`src/rtl/i2c_rs_pkg.sv`:
```
// Shared types for the I2C register slave.
// Assumes byte-wide bus transfers and byte-wide register addresses and data.
package i2c_rs_pkg;
    localparam int BYTE_W = 8;
    localparam int CNT_W  = $clog2(BYTE_W);

    typedef enum logic [2:0] {
        ST_IDLE,    // waiting for a start
        ST_RX,      // shifting in a byte from the host
        ST_ACK_SET, // byte complete, waiting for SCL low to drive ACK
        ST_ACK,     // ACK bit on the bus
        ST_TX,      // shifting out a read byte
        ST_TX_ACK,  // sampling the host's ACK/NACK
        ST_TX_NEXT, // host acknowledged, load next byte on SCL low
        ST_SKIP     // not addressed or NACKed: silent until start/stop
    } rs_state_e;

    typedef enum logic [1:0] {
        RX_DEV,     // slave address byte
        RX_REG,     // register address byte
        RX_DATA     // data byte
    } rx_kind_e;
endpackage

```
`src/rtl/i2c_rs_sync.sv`:
```
// Bus front end: brings SCL and SDA into the clock domain through a
// synchroniser chain and reports SCL edges plus start and stop conditions.
// Assumes the system clock is much faster than SCL, and that the bus idles high.
module i2c_rs_sync #(
    parameter int STAGES = 2
) (
    input  logic clk,
    input  logic rst_n,
    input  logic scl_i,
    input  logic sda_i,
    output logic scl_s,
    output logic sda_s,
    output logic scl_rise,
    output logic scl_fall,
    output logic start_det,
    output logic stop_det
);
    logic [STAGES-1:0] scl_pipe;
    logic [STAGES-1:0] sda_pipe;
    logic              scl_d;
    logic              sda_d;

    // Synchroniser chains plus one history flop for edge detection.
    always_ff @(posedge clk) begin
        if (!rst_n) begin
            scl_pipe <= '1;
            sda_pipe <= '1;
            scl_d    <= 1'b1;
            sda_d    <= 1'b1;
        end else begin
            scl_pipe <= {scl_pipe[STAGES-2:0], scl_i};
            sda_pipe <= {sda_pipe[STAGES-2:0], sda_i};
            scl_d    <= scl_pipe[STAGES-1];
            sda_d    <= sda_pipe[STAGES-1];
        end
    end

    assign scl_s     = scl_pipe[STAGES-1];
    assign sda_s     = sda_pipe[STAGES-1];
    assign scl_rise  = scl_s & ~scl_d;
    assign scl_fall  = ~scl_s & scl_d;
    assign start_det = scl_s & scl_d & sda_d & ~sda_s;
    assign stop_det  = scl_s & scl_d & ~sda_d & sda_s;
endmodule

```
`src/rtl/i2c_rs_engine.sv`:
```
// Byte engine: decodes the slave address, receives the register address and
// data bytes, and handles the pointer location and the read stream.
// Assumes reg_rdata follows reg_addr combinationally, and that the bus events
// come from i2c_rs_sync.
module i2c_rs_engine
    import i2c_rs_pkg::*;
#(
    parameter logic [5:0]        DEV_HI  = 6'b100000,
    parameter logic [BYTE_W-1:0] PTR_REG = 8'hD0
) (
    input  logic              clk,
    input  logic              rst_n,
    input  logic              scl_s,
    input  logic              sda_s,
    input  logic              scl_rise,
    input  logic              scl_fall,
    input  logic              start_det,
    input  logic              stop_det,
    input  logic              addr_sel,
    output logic              sda_oe,
    output logic [BYTE_W-1:0] reg_addr,
    output logic [BYTE_W-1:0] reg_wdata,
    output logic              reg_we,
    input  logic [BYTE_W-1:0] reg_rdata
);
    localparam logic [CNT_W-1:0] LAST_BIT = CNT_W'(BYTE_W - 1);

    rs_state_e         state;
    rx_kind_e          kind;
    logic [CNT_W-1:0]  cnt;
    logic [BYTE_W-1:0] rx_sh;
    logic [BYTE_W-1:0] tx_sh;
    logic [BYTE_W-1:0] wr_ptr;
    logic [BYTE_W-1:0] rd_ptr;
    logic              rw;
    logic              bump;
    logic [BYTE_W-1:0] rx_byte;

    // Byte as it stands once the bit sampled now is shifted in.
    assign rx_byte  = {rx_sh[BYTE_W-2:0], sda_s};
    // Reads address the pointer, writes the running write address.
    assign reg_addr = rw ? rd_ptr : wr_ptr;

    // Protocol state machine, bit counter, pointers and register-file strobe.
    always_ff @(posedge clk) begin
        if (!rst_n) begin
            state     <= ST_IDLE;
            kind      <= RX_DEV;
            cnt       <= '0;
            rx_sh     <= '0;
            tx_sh     <= '0;
            wr_ptr    <= '0;
            rd_ptr    <= '0;
            rw        <= 1'b0;
            bump      <= 1'b0;
            sda_oe    <= 1'b0;
            reg_we    <= 1'b0;
            reg_wdata <= '0;
        end else begin
            reg_we <= 1'b0;
            bump   <= 1'b0;
            if (bump) wr_ptr <= wr_ptr + 1'b1;
            if (start_det) begin
                state  <= ST_RX;
                kind   <= RX_DEV;
                cnt    <= '0;
                rw     <= 1'b0;
                sda_oe <= 1'b0;
            end else if (stop_det) begin
                state  <= ST_IDLE;
                cnt    <= '0;
                sda_oe <= 1'b0;
            end else begin
                case (state)
                    ST_RX: if (scl_rise) begin
                        rx_sh <= rx_byte;
                        cnt   <= cnt + 1'b1;
                        if (cnt == LAST_BIT) begin
                            cnt   <= '0;
                            state <= ST_ACK_SET;
                            case (kind)
                                RX_DEV: begin
                                    if (rx_byte[BYTE_W-1:1] != {DEV_HI, addr_sel})
                                        state <= ST_SKIP;
                                    else
                                        rw <= rx_byte[0];
                                end
                                RX_REG: wr_ptr <= rx_byte;
                                default: begin
                                    bump <= 1'b1;
                                    if (wr_ptr == PTR_REG) begin
                                        rd_ptr <= rx_byte;
                                    end else begin
                                        reg_we    <= 1'b1;
                                        reg_wdata <= rx_byte;
                                    end
                                end
                            endcase
                        end
                    end
                    ST_ACK_SET: if (scl_fall) begin
                        sda_oe <= 1'b1;
                        state  <= ST_ACK;
                    end
                    ST_ACK: if (scl_fall) begin
                        sda_oe <= 1'b0;
                        if (kind == RX_DEV && rw) begin
                            tx_sh  <= reg_rdata;
                            sda_oe <= ~reg_rdata[BYTE_W-1];
                            rd_ptr <= rd_ptr + 1'b1;
                            state  <= ST_TX;
                        end else begin
                            kind  <= (kind == RX_DEV) ? RX_REG : RX_DATA;
                            state <= ST_RX;
                        end
                    end
                    ST_TX: if (scl_fall) begin
                        if (cnt == LAST_BIT) begin
                            cnt    <= '0;
                            sda_oe <= 1'b0;
                            state  <= ST_TX_ACK;
                        end else begin
                            cnt    <= cnt + 1'b1;
                            tx_sh  <= tx_sh << 1;
                            sda_oe <= ~tx_sh[BYTE_W-2];
                        end
                    end
                    ST_TX_ACK: if (scl_rise) begin
                        state <= sda_s ? ST_SKIP : ST_TX_NEXT;
                    end
                    ST_TX_NEXT: if (scl_fall) begin
                        tx_sh  <= reg_rdata;
                        sda_oe <= ~reg_rdata[BYTE_W-1];
                        rd_ptr <= rd_ptr + 1'b1;
                        state  <= ST_TX;
                    end
                    default: ;
                endcase
            end
        end
    end

    // the strobe lasts one cycle.
    p_we_single_r4: assert property (@(posedge clk) disable iff (!rst_n)
        reg_we |=> !reg_we);
    // the address moves on by one right after a strobe.
    p_we_addr_inc_r4: assert property (@(posedge clk) disable iff (!rst_n)
        reg_we |=> (reg_addr == $past(reg_addr) + 8'd1));
    // the pointer location never reaches the register file.
    p_ptr_no_strobe_r5: assert property (@(posedge clk) disable iff (!rst_n)
        reg_we |-> (reg_addr != PTR_REG));
    // a stop always leaves SDA released.
    p_stop_release_r8: assert property (@(posedge clk) disable iff (!rst_n)
        stop_det |=> !sda_oe);
    // SDA drive changes only after SCL has gone low.
    p_sda_scl_low_r9: assert property (@(posedge clk) disable iff (!rst_n)
        !$stable(sda_oe) |-> !$past(scl_s));
    // a silent slave does not touch SDA.
    p_skip_silent_r2: assert property (@(posedge clk) disable iff (!rst_n)
        (state == ST_SKIP) |-> !sda_oe);
endmodule

```
`src/rtl/i2c_reg_slave.sv`:
```
// Top: I2C slave for an 8-bit control register file, with writes that
// auto-increment and reads through a pointer location.
// Assumes an open-drain pad outside the block: sda_oe=1 pulls SDA low.
module i2c_reg_slave #(
    parameter logic [5:0] DEV_HI      = 6'b100000,
    parameter logic [7:0] PTR_REG     = 8'hD0,
    parameter int         SYNC_STAGES = 2
) (
    input  logic       clk,
    input  logic       rst_n,
    input  logic       scl_i,
    input  logic       sda_i,
    input  logic       addr_sel,
    output logic       sda_oe,
    output logic [7:0] reg_addr,
    output logic [7:0] reg_wdata,
    output logic       reg_we,
    input  logic [7:0] reg_rdata
);
    logic scl_s, sda_s, scl_rise, scl_fall, start_det, stop_det;

    i2c_rs_sync #(.STAGES(SYNC_STAGES)) u_sync (
        .clk(clk), .rst_n(rst_n), .scl_i(scl_i), .sda_i(sda_i),
        .scl_s(scl_s), .sda_s(sda_s), .scl_rise(scl_rise), .scl_fall(scl_fall),
        .start_det(start_det), .stop_det(stop_det)
    );

    i2c_rs_engine #(.DEV_HI(DEV_HI), .PTR_REG(PTR_REG)) u_engine (
        .clk(clk), .rst_n(rst_n), .scl_s(scl_s), .sda_s(sda_s),
        .scl_rise(scl_rise), .scl_fall(scl_fall),
        .start_det(start_det), .stop_det(stop_det), .addr_sel(addr_sel),
        .sda_oe(sda_oe), .reg_addr(reg_addr), .reg_wdata(reg_wdata),
        .reg_we(reg_we), .reg_rdata(reg_rdata)
    );
endmodule

```
`config.mk`:
```
export PLATFORM = sky130hd
export DESIGN_NAME = i2c_reg_slave
export DESIGN_NICKNAME = d
export VERILOG_FILES = /design/src/rtl/i2c_rs_pkg.sv /design/src/rtl/i2c_rs_sync.sv /design/src/rtl/i2c_rs_engine.sv /design/src/rtl/i2c_reg_slave.sv
export SDC_FILE = /design/constraint.sdc
export NUM_CORES = 1
export LEC_CHECK = 0
export BUFFER_PORTS_ARGS = -buffer_cell sky130_fd_sc_hd__buf_2
export CORE_MARGIN = 2
export CORE_UTILIZATION = 34
export DETAILED_ROUTE_END_ITERATION = 16
export PLACE_DENSITY = 0.6
export REMOVE_ABC_BUFFERS = 1
export SETUP_SLACK_MARGIN = 0.5
export SLEW_MARGIN = 10
export SYNTH_ARGS = -nofsm -noshare
export SYNTH_HDL_FRONTEND = slang
export SYNTH_SLANG_ARGS = --single-unit
```
`constraint.sdc`:
```
create_clock -name clk -period 2.9 [get_ports clk]
set_input_delay 0.145 -clock clk [delete_from_list [all_inputs] [get_ports clk]]
set_output_delay 0.145 -clock clk [all_outputs]
set_load 0.05 [all_outputs]
```
Yosys cells after proc, flatten, opt, wreduce, memory -nomap -nowiden
Cells that the tools add are included.
{ "totals": {"inputBits": 13, "elab_cells": 147, "register_bits": 56, "out_inout_bits": 18} }
{ "op_classes": {"n_bitwise": 23, "eq_ne": 30, "n_reduce_logical": 23, "add_sub_neg": 3, "mux": 51} }
{ "ops": {"columns": ["op", "n"], "rows": [
  ["$mux 8", 15],
  ["$mux 3", 14],
  ["$mux 7", 5],
  ["$ne 4x4->1 const B", 6],
  ["$pmux 8 s3", 1],
  ["$pmux 7 s3", 1],
  ["$pmux 3 s6", 1],
  ["$reduce_and 9->1", 2],
  ["$add 8x1->8 const B", 2],
  ["$ne 2x2->1 const B", 8],
  ["$not 1->1", 16],
  ["$eq 3x3->1 const B", 4],
  ["$mux 1", 11],
  ["$reduce_and 10->1", 1],
  ["$eq 8x8->1 const B", 1],
  ["$ne 2x1->1 const B", 4],
  ["$ne 4x3->1 const B", 2],
  ["$reduce_and 4->1", 2],
  ["$reduce_and 8->1", 1],
  ["$reduce_bool 8->1", 1],
  ["$reduce_or 8->1", 1],
  ["$and 1x1->1", 7],
  ["$ne 7x7->1", 1],
  ["$reduce_and 7->1", 1],
  ["other kinds (19)", 22]
]} }

Logic depth before layout (Yosys ltp)
Gate-level depths: netlist of the first run.
{ "depth": {"depth_word": 8, "mapped_depth": 9, "ltp_nobuf": 7} }

By module
Synthesis of the first run repeated with hierarchy kept, for this count alone.
{ "unflattened": {"hier_cells": 348, "hier_area_um2": 3075.4} }
{ "modules_own_cells": {"columns": ["module", "n_inst", "cells_per_inst", "area_per_inst_um2"], "rows": [
  ["i2c_rs_engine", 1, 332, 2885.3],
  ["i2c_rs_sync", 1, 16, 190.2]
]} }

Worst setup path after synthesis of the first run
Ideal clock, no wire load.
{ "synth_timing": {"path_kind": "flip-flop to flip-flop", "startpoint": "register u_engine.kind[0]", "endpoint": "register u_engine.rd_ptr[0]", "t_arrival_ps": 1982, "stages_incl_launch_ff": 7, "path_buffers": 1, "setup_slack_ps": 844, "synth_period_minus_slack_ps": 2056, "path_cell_list": "dfxtp_1 or3b_4 a32o_2 or2_0 clkbuf_2 or4_1 a31oi_1"} }
{ "synth_between": {"elab_chain_cells": 4, "word_cells_on_any_way": 7} }
{ "synth_lines": {"columns": ["item", "line", "text"], "rows": [
  ["start, declared", "i2c_rs_engine.sv:29", "rx_kind_e kind;"],
  ["start signal, assigned", "i2c_rs_engine.sv:113", "kind <= (kind == RX_DEV) ? RX_REG : RX_DATA;"],
  ["$eq 2x1->1 or $logic_not 2->1 (tied branches)", "i2c_rs_engine.sv:81, i2c_rs_engine.sv:107", null],
  ["$reduce_or 2->1 (no source line) or $logic_and 1x1->1 (tied branches)", null, null],
  ["$ne 2x2->1 (no source line) or $ne 2x1->1 (tied branches)", null, null],
  ["$reduce_and 10->1 (no source line) *", null, null],
  ["end signal, assigned", "i2c_rs_engine.sv:92", "rd_ptr <= rx_byte;"],
  ["end signal, assigned", "i2c_rs_engine.sv:110", "rd_ptr <= rd_ptr + 1'b1;"],
  ["end signal, assigned", "i2c_rs_engine.sv:134", "rd_ptr <= rd_ptr + 1'b1;"],
  ["end, declared", "i2c_rs_engine.sv:34", "logic [BYTE_W-1:0] rd_ptr;"]
]} }
Every way passes the cells marked *; elsewhere a longest branch is shown, timed or not.
A chain may end at the register's enable or synchronous reset.

Final worst setup path of the first run
{ "layout_timing": {"startpoint": "register u_engine.rw", "endpoint": "register u_engine.rd_ptr[0]"} }
{ "layout_between": {"elab_chain_cells": 3} }
{ "layout_lines": {"columns": ["item", "line", "text"], "rows": [
  ["start, declared", "i2c_rs_engine.sv:35", "logic rw;"],
  ["start signal, assigned", "i2c_rs_engine.sv:86", "rw <= rx_byte[0];"],
  ["$logic_and 1x1->1", "i2c_rs_engine.sv:107", "if (kind == RX_DEV && rw) begin"],
  ["$ne 2x1->1 (no source line)", null, null],
  ["$reduce_and 10->1 (no source line)", null, null]
]} }
Every way passes these cells.

==> results of run 1 <==
## cells in the mapped netlist (2+ instances only)
| library cell | instances | area [sq um] |
|---|---|---|
| nor2b_1 | 4 | 25.0 |
| buf_2 | 2 | 10.0 |
| nor2_1 | 40 | 150 |
| clkbuf_1 | 21 | 78.8 |
| nor4_1 | 2 | 12.5 |
| o21ai_0 | 20 | 100 |
| o32ai_1 | 3 | 26.3 |
| xnor2_1 | 4 | 35.0 |
| nand3_1 | 14 | 70.1 |
| mux2i_1 | 11 | 110 |
| nand3b_1 | 2 | 15.0 |
| and3_1 | 2 | 12.5 |
| a211oi_1 | 12 | 90.1 |
| inv_1 | 6 | 22.5 |
| nand4b_1 | 2 | 17.5 |
| nand2_1 | 37 | 139 |
| ha_1 | 5 | 62.6 |
| nor3_1 | 2 | 10.0 |
| buf_1 | 2 | 7.51 |
| mux2_2 | 6 | 67.6 |
| nor3b_1 | 4 | 30.0 |
| a31oi_1 | 3 | 18.8 |
| nand2b_1 | 11 | 68.8 |
| a21oi_1 | 22 | 110 |
| dfxtp_1 | 56 | 1120 |
| a311oi_1 | 8 | 70.1 |
| o21a_1 | 3 | 22.5 |
| nand4bb_1 | 2 | 22.5 |
| or4_1 | 3 | 22.5 |
| nand4_1 | 5 | 31.3 |
| and4b_1 | 2 | 20.0 |
| xor2_1 | 5 | 43.8 |
## metrics by stage
step | worst slack [ns] | power, W
2_1_floorplan | 0.374 | 0.000827
3_3_place_gp | 0.524 | 0.000856
3_5_place_dp | 0.457 | 0.000857
4_1_cts | 0.601 | 0.00139
5_1_grt | 0.531 | 0.00142
6_report | 0.645 | 0.00137
## timing repair
action | CTS | global route
endpoints found under the hold margin | 2 | 0
gates resized for setup | 1 | 3
setup endpoints to repair | 1 | 9
hold buffers | 2 | 0
## placed cells by master (no fill, tap or decap), types with 3 or more instances in the layout
cell type and instances:
dfxtp_1 55, o21ai_0 20, nand2_1 37, or4_1 3, a311oi_1 8, nor3b_1 4
nand3_1 14, a31oi_1 3, inv_1 6, mux2i_1 11, nand4_1 5, nand2b_1 11
buf_4 8, ha_1 4, o32ai_1 3, a211oi_1 12, clkbuf_8 5, nor2b_1 4
mux2_2 6, xnor2_1 4, xor2_1 5, nor2_1 40, buf_2 30, o21a_1 3
a21oi_1 22
## cell families after synthesis
family	after synthesis
flops	56
compound gates	89
simple gates	138
xor+xnor	9
fa+ha+maj	5
buf+inv	33
mux	17
## worst register-to-register path: cells and delay by family, from the launching register on
family           cells  cell delay [ns]
AND/OR/NAND/NOR      3             1.31
AO/OA/AOI/OAI        2             0.46
flip-flops           1             0.44
## power by group through the flow
stage | Clock [W] | Sequential [W] | Combinational, W
finish | 0.000527 | 0.000779 | 0.0000603
global route | 0.000574 | 0.000781 | 0.0000680
CTS | 0.000545 | 0.000780 | 0.0000608
detailed placement | 0 | 0.000798 | 0.0000585
global placement | 0 | 0.000798 | 0.0000579
floorplan | 0 | 0.000796 | 0.0000320
## metal layers
metal | up-vias | track usage | routed length (um)
met1 | 1208 | 0.237 | 3480
met4 | 0 | 0.0464 | 77
li1 | 1296 | - | -
met3 | 8 | 0.0435 | 496
met2 | 89 | 0.284 | 3320
met5 | - | 0 | 0
## worst paths after layout
| kind | from | end | cells after the start | slack [ns] |
|---|---|---|---|---|
| max | u_engine.rw | u_engine.rd_ptr[0] | 5 | 0.65 |
| min | reg_rdata[6] | u_engine.tx_sh[6] | 3 | 0.10 |
| max reg2reg | u_engine.rw | u_engine.rd_ptr[0] | 5 | 0.65 |
| min reg2reg | u_sync.scl_pipe[0] | u_sync.scl_pipe[1] | 1 | 0.42 |
## registers in the layout (all words and copies together), names as in the netlist
register / count
u_engine.rd_ptr: 8
u_engine.rx_sh: 7
u_sync.sda_d: 1
u_engine.tx_sh: 7
u_engine.wr_ptr: 8
u_engine.reg_we: 1
u_engine.kind: 2
u_sync.scl_pipe: 2
u_engine.state: 3
u_engine.bump: 1
u_engine.cnt: 3
u_engine.rw: 1
u_engine.reg_wdata: 8
u_sync.sda_pipe: 2
u_sync.scl_d: 1
u_engine.sda_oe: 1
## area by class of cell
type	instances	area [sq um]
clock inverter	3	42.5
tap	105	131
sequential	56	1120
multi-input combinational	258	1610
inverter	7	26.3
fill	858	4940
timing repair buffer	40	230
clock buffer	5	68.8
==> impl_metrics.yaml, run 1 <==
timing:
  tns_ns: 0
  setup_viol: 0
  maxSlewViolCount: 0
  fin_crit_sh: 0.778
  rsz0062_at_grt: "false"
  worstMarginPinSlew_ns: 0.527
  skew_ns: 0.00833
  timing.hold.ws_ns: 0.103
  finalCriticalPeriod_ns: 2.25
  max_freq_mhz: 444
  relSlewSlack: 0.646
  final_hold_viol_count: 0
final_layout:
  drive_above_1_share: 0.160
  area_delta_synth_final_pct: 13.4
  final_util: 0.396
  layout.nets: 386
  stdcell_count: 474
  insertedDiodeCount: 0
  fin_area_sq_mm: 0.00323
placed_design:
  dp_cells: 464
  place_area_sq_mm: 0.00309
  io_buffers: 30
  place.gp.congestion: 0.899
  dp_hpwl_mm: 5.05
power:
  p_per_area_mw_per_mm2: 422
  clkPwrFrac: 0.385
  p_sw_w: 0.000315
  seqPwrFrac: 0.570
  power.leakage_nw: 1.12
  switching_share: 0.231
  combPwrFrac: 0.044
  p_int_w: 0.00105
  peakVddDrop_mv: 0.233
logic_synthesis:
  synthDistinctLibCells: 58
  synthAdderAreaFrac: 0.0219
  synth_area_sq_mm: 0.00285
  synth_edf_count: 0
  synth_top_family_by_area: "simple AND/OR/NAND/NOR gates"
  avgSynthCellArea_sq_um: 8.22
  muxShareOfSynthArea: 0.0623
  ys_seq_elements: 56
  synth-compound-area-share: 0.208
  syn-instance-count: 347
  yosysSeqAreaShare: 0.393
  synth_top_flop_cell: "dfxtp_1"
  async_flop_share: 0
  yosys.area_share.simple: 0.243
  synth_xor_area_frac: 0.0276
  yosysWarningCount: 0
drt:
  routed_via_density: 5.49
  wl_mm: 7.37
  dr.pass1.iters: 5
  drc: 0
  antenna_left: 0
  wl_per_cell_um: 15.5
  drt_iter0_markers: 84
  vias: 2601
clocking:
  clk_pin_slew_ns: 0.10
  cts.sinks: 56
  postCtsSetupBuffers: 0
  clkLatencyLatePin_ns: 0.32
  cts_max_path_buffers: 2
  numCtsBuffers: 5
  cts.htree.levels: 2
  cts_tree: "done"
  clockRootBuffer: "clkbuf_8"
job:
  drv_cap: 0
die:
  die_y_um: 95.6
  die_x_um: 95.6
  rows: 33
  io_pins: 31
  core_area_sq_mm: 0.00818
  start_util: 0.349
  die_area_sq_mm: 0.00914
critical_path:
  crit_path_cell_trace: "or3b_4 -> a32o_2 -> or2_0 -> or4_1 -> a31oi_1"
  cpPeakStageDelay_ns: 0.54
  critPathKind: "reg -> reg"
  required_ns: 3.16
  arrival_ns: 2.51
  critPathMaxFanout: 13
  startpoint_type: "flop"
  worst-path-buf-inv: 0
  cp_slowest_cell: "or4_1"
  crit_family: "simple AND/OR/NAND/NOR gates"
  end_kind: "flop"
status:
  status: "completed"
global_routing:
  grt_pass1_vias: 2551
  grt_pass1_wl_mm: 12.6
  grt_max_degree: 30
  grt_use_total: 0.177
  grt_overflow: 0
  antenna_found_initial: 0
min_path:
  timing.hold.worst.class: "in -> reg"
(Power assumes the default switching activity.)
==> run 2: changes to the inputs <==
Clock period 2.9 ns to 2.3 ns, I/O delays scaled along.
==> run 2 against run 1 <==
Combinational power is 54% higher; routed wire length rose by 4.3%; sequential power up 26%; sequential cell count unchanged; maximum frequency increased by 17%; core utilization grew 3.4 points; global-route usage grew 0.21 points; die area did not move; clock power increased by 13%; cell count is 3.6% higher; critical path depth stayed put; largest cell class unchanged; largest power group unchanged.
==> impl_metrics.yaml, run 2 (synthesis gave the netlist of run 1 again) <==
status:
  status: "completed"
drt:
  vias: 2677
  wl_per_cell_um: 15.7
  wl_mm: 7.69
  antenna_left: 0
  routed_via_density: 5.45
  drt_iter0_markers: 141
  drc: 0
  dr.pass1.iters: 4
global_routing:
  grt_pass1_vias: 2575
  grt_use_total: 0.179
  antenna_found_initial: 0
  grt_pass1_wl_mm: 12.9
  grt_overflow: 0
  grt_max_degree: 30
die:
  die_y_um: 95.6
  die_area_sq_mm: 0.00914
  rows: 33
  start_util: 0.349
  core_area_sq_mm: 0.00818
  io_pins: 31
  die_x_um: 95.6
clocking:
  numCtsBuffers: 5
  cts.sinks: 56
  cts_max_path_buffers: 2
  cts.htree.levels: 2
  clkLatencyLatePin_ns: 0.31
  clk_pin_slew_ns: 0.10
  clockRootBuffer: "clkbuf_8"
  cts_tree: "done"
power:
  power.leakage_nw: 1.24
  finalPower_w: 0.00167
  p_per_area_mw_per_mm2: 476
  peakVddDrop_mv: 0.229
timing:
  maxSlewViolCount: 0
  finalCriticalPeriod_ns: 1.92
  timing.hold.ws_ns: 0.0865
  max_freq_mhz: 520
  worstMarginPinSlew_ns: 0.413
  final_hold_viol_count: 0
  setup_viol: 0
  rsz0062_at_grt: "true"
  skew_ns: 0.00606
  fin_crit_sh: 0.837
  relSlewSlack: 0.717
critical_path:
  critPathKind: "reg -> reg"
  arrival_ns: 2.16
  required_ns: 2.54
  reg2reg_slack_ns: 0.38
  startpoint_type: "flop"
  end_kind: "flop"
  critPathMaxFanout: 3
final_layout:
  reg_top3: "u_engine.rd_ptr: 8 flops, u_engine.reg_wdata: 8 flops, u_engine.wr_ptr: 8 flops"
  fill_cells: 834
  multi_input_area_sq_mm: 0.00173
  final_util: 0.429
  stdcell_count: 491
  drive_above_1_share: 0.269
  area_delta_synth_final_pct: 23.0
  insertedDiodeCount: 0
  layout.nets: 404
  final_common_cell: "dfxtp_1"
  ff_latch_area_sq_mm: 0.00114
  final_cell_mix: "dfxtp_1, nor2_1, nand2_1, buf_2, buf_4"
job:
  drv_cap: 0
placed_design:
  dp_cells: 473
  dp_hpwl_mm: 5.27
  io_buffers: 30
  place.gp.congestion: 0.875
min_path:
  timing.hold.worst.class: "in -> reg"
## run 2: changes by cell type in the layout (fill, tap and decap cells not counted), moves of 3 or more
cell / delta
buf_4: +14
dfxtp_2: +7
dfxtp_1: -9
nor2b_1: -3
buf_6: +4
## run 2: worst paths after layout
| path | end | startpoint | depth (start not counted) |
|---|---|---|---|
| worst max-delay path | u_engine.rd_ptr[0] | u_engine.kind[1] | 5 |
| worst min-delay path | u_engine.tx_sh[6] | reg_rdata[6] | 3 |
| worst max register to register | u_engine.rd_ptr[0] | u_engine.kind[1] | 5 |
| worst min register to register | u_sync.sda_pipe[1] | u_sync.sda_pipe[0] | 1 |
## run 2: what timing repair did
action	in CTS	in global routing
buffers inserted	6	3
hold endpoints to repair	2	0
gates resized for setup	28	20
hold buffers	2	0
pin swaps	11	12
endpoints found under the setup margin	26	33
## run 2: power by group
part	total [W]	internal, W	switching [W]
Clock	0.000595	0.000270	0.000326
Combinational	0.0000931	0.0000369	0.0000562
Sequential	0.000980	0.000972	0.00000844
Total	0.00167	0.00128	0.000390
## run 2: layout make-up
cell class | instances | share of cell area
multi-input combinational | 258 | 0.494
inverter | 7 | 0.00749
tap | 105 | 0.0374
clock buffer | 7 | 0.0275
timing repair buffer | 58 | 0.108
sequential | 56 | 0.325
## run 2: critical path, cell delays in order (launching register included)
cell and delay [ns]:
dfxtp_4 0.36, or3b_4 0.39, a32o_2 0.29, or2_1 0.23, or4_1 0.40, a31oi_1 0.18
## run 2: through the flow
stage / setup slack [ns] / area [sq um] / setup TNS [ns]
final: 0.375 / 3510 / 0
after global routing: 0.312 / 3510 / 0
after CTS: 0.370 / 3420 / 0
after detailed placement: 0.254 / 3160 / 0
after global placement: 0.283 / 3160 / 0
after floorplan: -0.226 / 2750 / -3.10
## run 2: layer usage
metal | routed length (um) | vias up | global-route usage
met1 | 3700 | 1283 | 0.245
met3 | 422 | 4 | 0.0348
met5 | 0 | - | 0
met4 | 36 | 0 | 0.0548
met2 | 3530 | 61 | 0.284
li1 | - | 1329 | -
